[src/rtl/ipa_pkg.sv]
package ipa_pkg;
    // Number of base interrupts; numbering beyond this is extended.
    localparam int BASE_N  = 16;
    localparam int BASE_IW = $clog2(BASE_N);
    // Vector = number + BASE_N, so one more bit than a base number.
    localparam int VEC_W   = BASE_IW + 1;
    // Urgency key: {level bit, number}.
    localparam int KEY_W   = BASE_IW + 1;

    function automatic logic [VEC_W-1:0] to_vector(input logic [BASE_IW-1:0] num);
        return (num == '0) ? '0 : {1'b1, num};
    endfunction
endpackage

[src/rtl/ipa_select.sv]
module ipa_select
    import ipa_pkg::*;
#(
    parameter int NSRC = 32
) (
    input  logic [NSRC-1:0]   pend_i,
    input  logic [NSRC-1:0]   force_i,
    input  logic [BASE_N-1:0] level_i,
    output logic [VEC_W-1:0]  vec_o,
    output logic              any_o
);
    logic [NSRC-1:0]  act;
    logic [KEY_W-1:0] key [BASE_N];
    logic [KEY_W-1:0] best;
    logic             ext_any;

    assign act     = pend_i | force_i;
    assign ext_any = |act[NSRC-1:BASE_N];

    // Per-interrupt urgency key; number 0 never competes.
    for (genvar g = 0; g < BASE_N; g++) begin : g_key
        assign key[g] = (g != 0 && act[g]) ? {level_i[g], BASE_IW'(g)} : '0;
    end

    // Extended sources enter with the key of interrupt 1 at level 0.
    always_comb begin
        best = ext_any ? KEY_W'(1) : '0;
        for (int i = 1; i < BASE_N; i++) begin
            if (key[i] > best) best = key[i];
        end
    end

    assign any_o = (best != '0);
    assign vec_o = to_vector(best[BASE_IW-1:0]);
endmodule

[src/rtl/ipa_clear.sv]
module ipa_clear
    import ipa_pkg::*;
#(
    parameter int NSRC  = 32,
    parameter int IDX_W = $clog2(NSRC)
) (
    input  logic              ack_valid_i,
    input  logic [VEC_W-1:0]  ack_vec_i,
    input  logic [NSRC-1:0]   pend_i,
    input  logic [NSRC-1:0]   force_i,
    input  logic [NSRC-1:0]   live_i,
    output logic [NSRC-1:0]   fclr_o,
    output logic [NSRC-1:0]   pclr_o,
    output logic              xwe_o,
    output logic [IDX_W-1:0]  xnum_o,
    output logic              hit_o
);
    logic [NSRC-1:0]    act;
    logic               num_ok;
    logic [BASE_IW-1:0] base_num;
    logic               is_one;
    logic               ext_found;
    logic [IDX_W-1:0]   ext_idx;
    logic [IDX_W-1:0]   target;

    assign act      = pend_i | force_i;
    assign base_num = ack_vec_i[BASE_IW-1:0];
    assign num_ok   = ack_valid_i && ack_vec_i[VEC_W-1] && (base_num != '0);
    assign is_one   = num_ok && (base_num == BASE_IW'(1));

    // Lowest-numbered outstanding extended source.
    always_comb begin
        ext_found = 1'b0;
        ext_idx   = '0;
        for (int i = NSRC - 1; i >= BASE_N; i--) begin
            if (act[i]) begin
                ext_found = 1'b1;
                ext_idx   = IDX_W'(i);
            end
        end
    end

    assign target = (is_one && ext_found) ? ext_idx : IDX_W'(base_num);

    always_comb begin
        fclr_o = '0;
        pclr_o = '0;
        if (num_ok) begin
            if (force_i[target])
                fclr_o[target] = 1'b1;
            else if (pend_i[target] && !live_i[target])
                pclr_o[target] = 1'b1;
        end
    end

    assign xwe_o  = is_one;
    assign xnum_o = ext_found ? ext_idx : '0;
    assign hit_o  = (fclr_o != '0) || (pclr_o != '0);
endmodule

[src/rtl/irq_prio_ack.sv]
module irq_prio_ack
    import ipa_pkg::*;
#(
    parameter int NUM_EXT = 16
) (
    input  logic                       clk,
    input  logic                       rst_n,
    input  logic [BASE_N+NUM_EXT-1:0]  pend_i,
    input  logic [BASE_N+NUM_EXT-1:0]  force_i,
    input  logic [BASE_N+NUM_EXT-1:0]  live_i,
    input  logic [BASE_N-1:0]          level_i,
    input  logic                       ack_valid_i,
    input  logic [VEC_W-1:0]           ack_vec_i,
    output logic [VEC_W-1:0]           vec_o,
    output logic                       irq_o,
    output logic [BASE_N+NUM_EXT-1:0]  force_clr_o,
    output logic [BASE_N+NUM_EXT-1:0]  pend_clr_o,
    output logic                       ext_ack_we_o,
    output logic [$clog2(BASE_N+NUM_EXT)-1:0] ext_ack_num_o
);
    localparam int NSRC  = BASE_N + NUM_EXT;
    localparam int IDX_W = $clog2(NSRC);

    typedef struct packed {
        logic             irq;
        logic             hold;
        logic [NSRC-1:0]  fclr;
        logic [NSRC-1:0]  pclr;
        logic             xwe;
        logic [IDX_W-1:0] xnum;
    } state_t;

    state_t st_d, st_q;

    logic              any_w;
    logic [NSRC-1:0]   fclr_w, pclr_w;
    logic              xwe_w, hit_w;
    logic [IDX_W-1:0]  xnum_w;

    ipa_select #(.NSRC(NSRC)) u_sel (
        .pend_i  (pend_i),
        .force_i (force_i),
        .level_i (level_i),
        .vec_o   (vec_o),
        .any_o   (any_w)
    );

    ipa_clear #(.NSRC(NSRC), .IDX_W(IDX_W)) u_clr (
        .ack_valid_i (ack_valid_i),
        .ack_vec_i   (ack_vec_i),
        .pend_i      (pend_i),
        .force_i     (force_i),
        .live_i      (live_i),
        .fclr_o      (fclr_w),
        .pclr_o      (pclr_w),
        .xwe_o       (xwe_w),
        .xnum_o      (xnum_w),
        .hit_o       (hit_w)
    );

    always_comb begin
        st_d      = st_q;
        st_d.fclr = fclr_w;
        st_d.pclr = pclr_w;
        st_d.xwe  = xwe_w;
        if (xwe_w) st_d.xnum = xnum_w;
        // Drop on a retiring acknowledge, stay low while the clear lands.
        st_d.hold = hit_w;
        st_d.irq  = !(hit_w || st_q.hold) && any_w;
    end

    always_ff @(posedge clk) begin
        if (!rst_n) st_q <= '0;
        else        st_q <= st_d;
    end

    assign irq_o         = st_q.irq;
    assign force_clr_o   = st_q.fclr;
    assign pend_clr_o    = st_q.pclr;
    assign ext_ack_we_o  = st_q.xwe;
    assign ext_ack_num_o = st_q.xnum;


    clr_onehot_chk: assert property (@(posedge clk) disable iff (!rst_n)
        $onehot0({st_q.fclr, st_q.pclr}));


    strobe_needs_ack_chk: assert property (@(posedge clk) disable iff (!rst_n)
        !$past(ack_valid_i) |-> (st_q.fclr == '0 && st_q.pclr == '0 && !st_q.xwe));


    no_live_clear_chk: assert property (@(posedge clk) disable iff (!rst_n)
        (st_q.pclr != '0) |-> ((st_q.pclr & $past(live_i)) == '0));


    irq_drop_chk: assert property (@(posedge clk) disable iff (!rst_n)
        hit_w |=> !irq_o);


    irq_hold_chk: assert property (@(posedge clk) disable iff (!rst_n)
        $past(hit_w, 2) |-> !irq_o);


    xack_src_chk: assert property (@(posedge clk) disable iff (!rst_n)
        ext_ack_we_o |-> ($past(ack_vec_i) == VEC_W'(BASE_N + 1)));


    vec_form_chk: assert property (@(posedge clk) disable iff (!rst_n)
        (vec_o != '0) |-> vec_o[VEC_W-1]);
endmodule

[config.mk]
export PLATFORM = sky130hd
export DESIGN_NAME = irq_prio_ack
export DESIGN_NICKNAME = d
export VERILOG_FILES = /design/src/rtl/ipa_pkg.sv /design/src/rtl/ipa_select.sv /design/src/rtl/ipa_clear.sv /design/src/rtl/irq_prio_ack.sv
export SDC_FILE = /design/constraint.sdc
export NUM_CORES = 1
export LEC_CHECK = 0
export BUFFER_PORTS_ARGS = -buffer_cell sky130_fd_sc_hd__buf_2
export CAP_MARGIN = 15
export CORE_ASPECT_RATIO = 1.4
export CORE_UTILIZATION = 50
export CTS_BUF_LIST = sky130_fd_sc_hd__clkbuf_4
export CTS_CLUSTER_SIZE = 8
export DETAILED_ROUTE_END_ITERATION = 10
export GPL_TIMING_DRIVEN = 0
export PLACE_DENSITY = 0.84
export SKIP_LAST_GASP = 1
export SYNTH_ARGS = -nofsm -noshare
export SYNTH_HDL_FRONTEND = slang
export SYNTH_SLANG_ARGS = --single-unit
[constraint.sdc]
create_clock -name clk -period 30 [get_ports clk]
set_input_delay 3 -clock clk [delete_from_list [all_inputs] [get_ports clk]]
set_output_delay 3 -clock clk [all_outputs]
set_load 0.1 [all_outputs]
==> metrics <==
share of synthesized flip-flops with an asynchronous set or reset=0; CP dominant cell by count=sky130_fd_sc_hd__ha_1; number of cell rows=46; most frequent cell after synthesis=sky130_fd_sc_hd__nor2_1; Final Hold Fails=0; top post-synthesis cells by count=sky130_fd_sc_hd__nor2_1 (79), sky130_fd_sc_hd__dfxtp_1 (72), sky130_fd_sc_hd__buf_4 (71); HPWL after detailed placement=13600 um; global placer's final weighted congestion=0.959; CP endpoint kind=output port; Clock Pin Slew Worst Setup and Hold Paths=around 100 ps; count of final max-slew check failures=0; filler instances=roughly 1100; vertical die dimension=about 130 um; unrepaired setup endpoints after global routing=false; sequential standard cell area=approximately 1400 um^2; Worst Path Max Fanout=10; number of warnings issued by yosys=0; Post CTS Setup Buffer Count=0; footprint of the multi-input gates=between 3000 and 4000 um^2; Setup violations, final=0; largest net degree at the start of global routing=12; die width=around 94 um; Netlist Area Pre-Place=5960 um^2; post-route ant nets=0; share of Yosys cell area claimed by the top area cell type=0.242; Tmin final=roughly 26000 ps; share of layout cells above drive strength 1=0.365; maximum buffer depth of the clock tree=2; CTS-repair resized insts=0; clock tree skew after final layout=approximately 0.51 ps; clk_lat worst skew=410 ps; syn_area_per_cell=between 8 and 9 um^2; required time of the worst setup path=around 27000 ps; area overhead of the layout relative to synthesis=21.4%; highest achievable clock rate=0.0384 GHz; post-detailed-route DRC marker count=0; core box area=about 11000 um^2; Wirelength per Cell=15.1 um; TritonCTS clock tree=built; transition time at the pin with the least slew margin=about 800 ps; total routed wirelength=16300 um; smallest hold slack=roughly 480 ps; number of nets at the end of the flow=between 1000 and 1500; distinct cell type count after synthesis=between 80 and 90; crit share post-route=0.868; crit-path max cell delay=590 ps; IO Pins=~200; summed negative setup slack over all endpoints=0 ps; Synth Instances=a little over 700; Arrival @ worst endpoint=about 23000 ps; Rel. slew slack=0.465; number of antenna violations at the first check in global routing=1; gr busiest metal=met2; effective utilization at floorplan=0.521; result of the run=completed; total of flip-flops plus latches after synthesis=72; count of inserted antenna diode cells=0; post-cts hold buffer count=0; clock net sink count=72; vias per inst=5.57; Buffers on Ports=between 150 and 200; Setup Crit Path Kind=primary input to output port; global-route wire length before repair=around 26000 um; die area=12400 um^2; number of global-route vias before repair=approximately 5700; Post-synth EDFFs=0; worst slack after detailed placement=roughly 4300 ps; met1 GRT Util=0.288; placed cell areas=between 7000 and 8000 um^2; total number of vias=5993; Tightest Hold Check Type=register to register; slowest stage cell on the critical path=sky130_fd_sc_hd__a31oi_1; total global routing track utilization=0.264; Global Route met3 Usage=0.0388; max-cap violations=0; Area contributors post-synth=sky130_fd_sc_hd__dfxtp_1 (24%), sky130_fd_sc_hd__ha_1 (9.0%), sky130_fd_sc_hd__buf_4 (8.9%), sky130_fd_sc_hd__nor2_1 (5.0%), sky130_fd_sc_hd__mux2i_1 (4.4%); sequential-to-total area share from yosys stat=0.242; TritonCTS buffer count=9; startpoint types=primary input; CTS H-tree lvls=3; min setup slack post-route=between 3000 and 4000 ps; number of optimization iterations in the first detailed-route pass=6; top flip-flop cell by instance count after synthesis=sky130_fd_sc_hd__dfxtp_1; DRC marker count from the first detailed-route iteration=roughly 340; cell type contributing the most total cell area after synthesis=sky130_fd_sc_hd__dfxtp_1; area of all placed cells without fillers=7240 um^2; global routing met2 resource utilization=0.483; total overflow reported by the global router=0; CTS Root Cell=sky130_fd_sc_hd__clkbuf_4
==> registers in the layout, summed over array words and instances, names as in the netlist <==
signal and flops:
st_q 1, force_clr_o 32, pend_clr_o 32, irq_o 1
ext_ack_num_o 5, ext_ack_we_o 1
==> critical path, delay by kind of cell <==
kind	cells	cell delay [ps]
simple gates	28	6360
buf+inv	5	1040
fa+ha+maj	14	3850
mux	4	1240
compound gates	34	7490
==> layout by cell type (no fill, tap or decap), types with 15 or more instances in the layout <==
master / netlist / routed
sky130_fd_sc_hd__buf_2: 0 / 193
sky130_fd_sc_hd__nor2_1: 79 / 79
sky130_fd_sc_hd__dfxtp_1: 72 / 72
sky130_fd_sc_hd__buf_4: 71 / 71
sky130_fd_sc_hd__nand2_1: 43 / 43
sky130_fd_sc_hd__ha_1: 43 / 43
sky130_fd_sc_hd__and3_1: 30 / 30
sky130_fd_sc_hd__inv_1: 29 / 29
sky130_fd_sc_hd__mux2i_1: 26 / 26
sky130_fd_sc_hd__a21oi_1: 26 / 26
sky130_fd_sc_hd__nand2b_1: 23 / 23
sky130_fd_sc_hd__o21ai_0: 18 / 18
sky130_fd_sc_hd__or2_2: 15 / 15
==> layer usage <==
| layer | vias up | routed length (um) |
|---|---|---|
| met1 | 2685 | 6160 |
| met4 | 2 | 626 |
| li1 | 2975 | - |
| met2 | 273 | 8370 |
| met5 | - | 15 |
| met3 | 58 | 1090 |
==> kinds of logic after synthesis <==
group,after synthesis,share of synthesized area
AO/OA/AOI/OAI,156,0.193
adder cells (fa/ha/maj),43,0.0902
buffers and inverters,120,0.125
flip-flops,72,0.242
multiplexers,43,0.0915
other,1,0.000629
AND/OR/NAND/NOR,287,0.258
==> through the flow <==
step	cells	utilization
floorplan	723	-
global placement	1060	0.621
detailed placement	1060	0.621
CTS	1076	0.632
global route	1076	0.632
finish	1076	0.632
==> final cells by class <==
type | count | area share
Clock inverter | 6 | 0.00692
Multi-Input combinational cell | 531 | 0.522
Inverter | 31 | 0.0168
Buffer | 89 | 0.0864
Sequential cell | 72 | 0.199
Clock buffer | 10 | 0.0104
Tap cell | 144 | 0.0249
Timing Repair Buffer | 193 | 0.133
==> path summary, 6_finish.rpt <==
check	start	endpoint	slack [ps]	cells after the start
worst max-delay path	force_i[24]	vec_o[4]	3950	85
worst min-delay path	ext_ack_num_o[4]	ext_ack_num_o[4]	480	2
worst max register to register	st_q[70]	irq_o	29140	2
worst min register to register	ext_ack_num_o[4]	ext_ack_num_o[4]	480	2
Power is left out: the tool's default activity adds up to more than one toggle a clock period on the data nets, which glitch-free logic cannot reach.
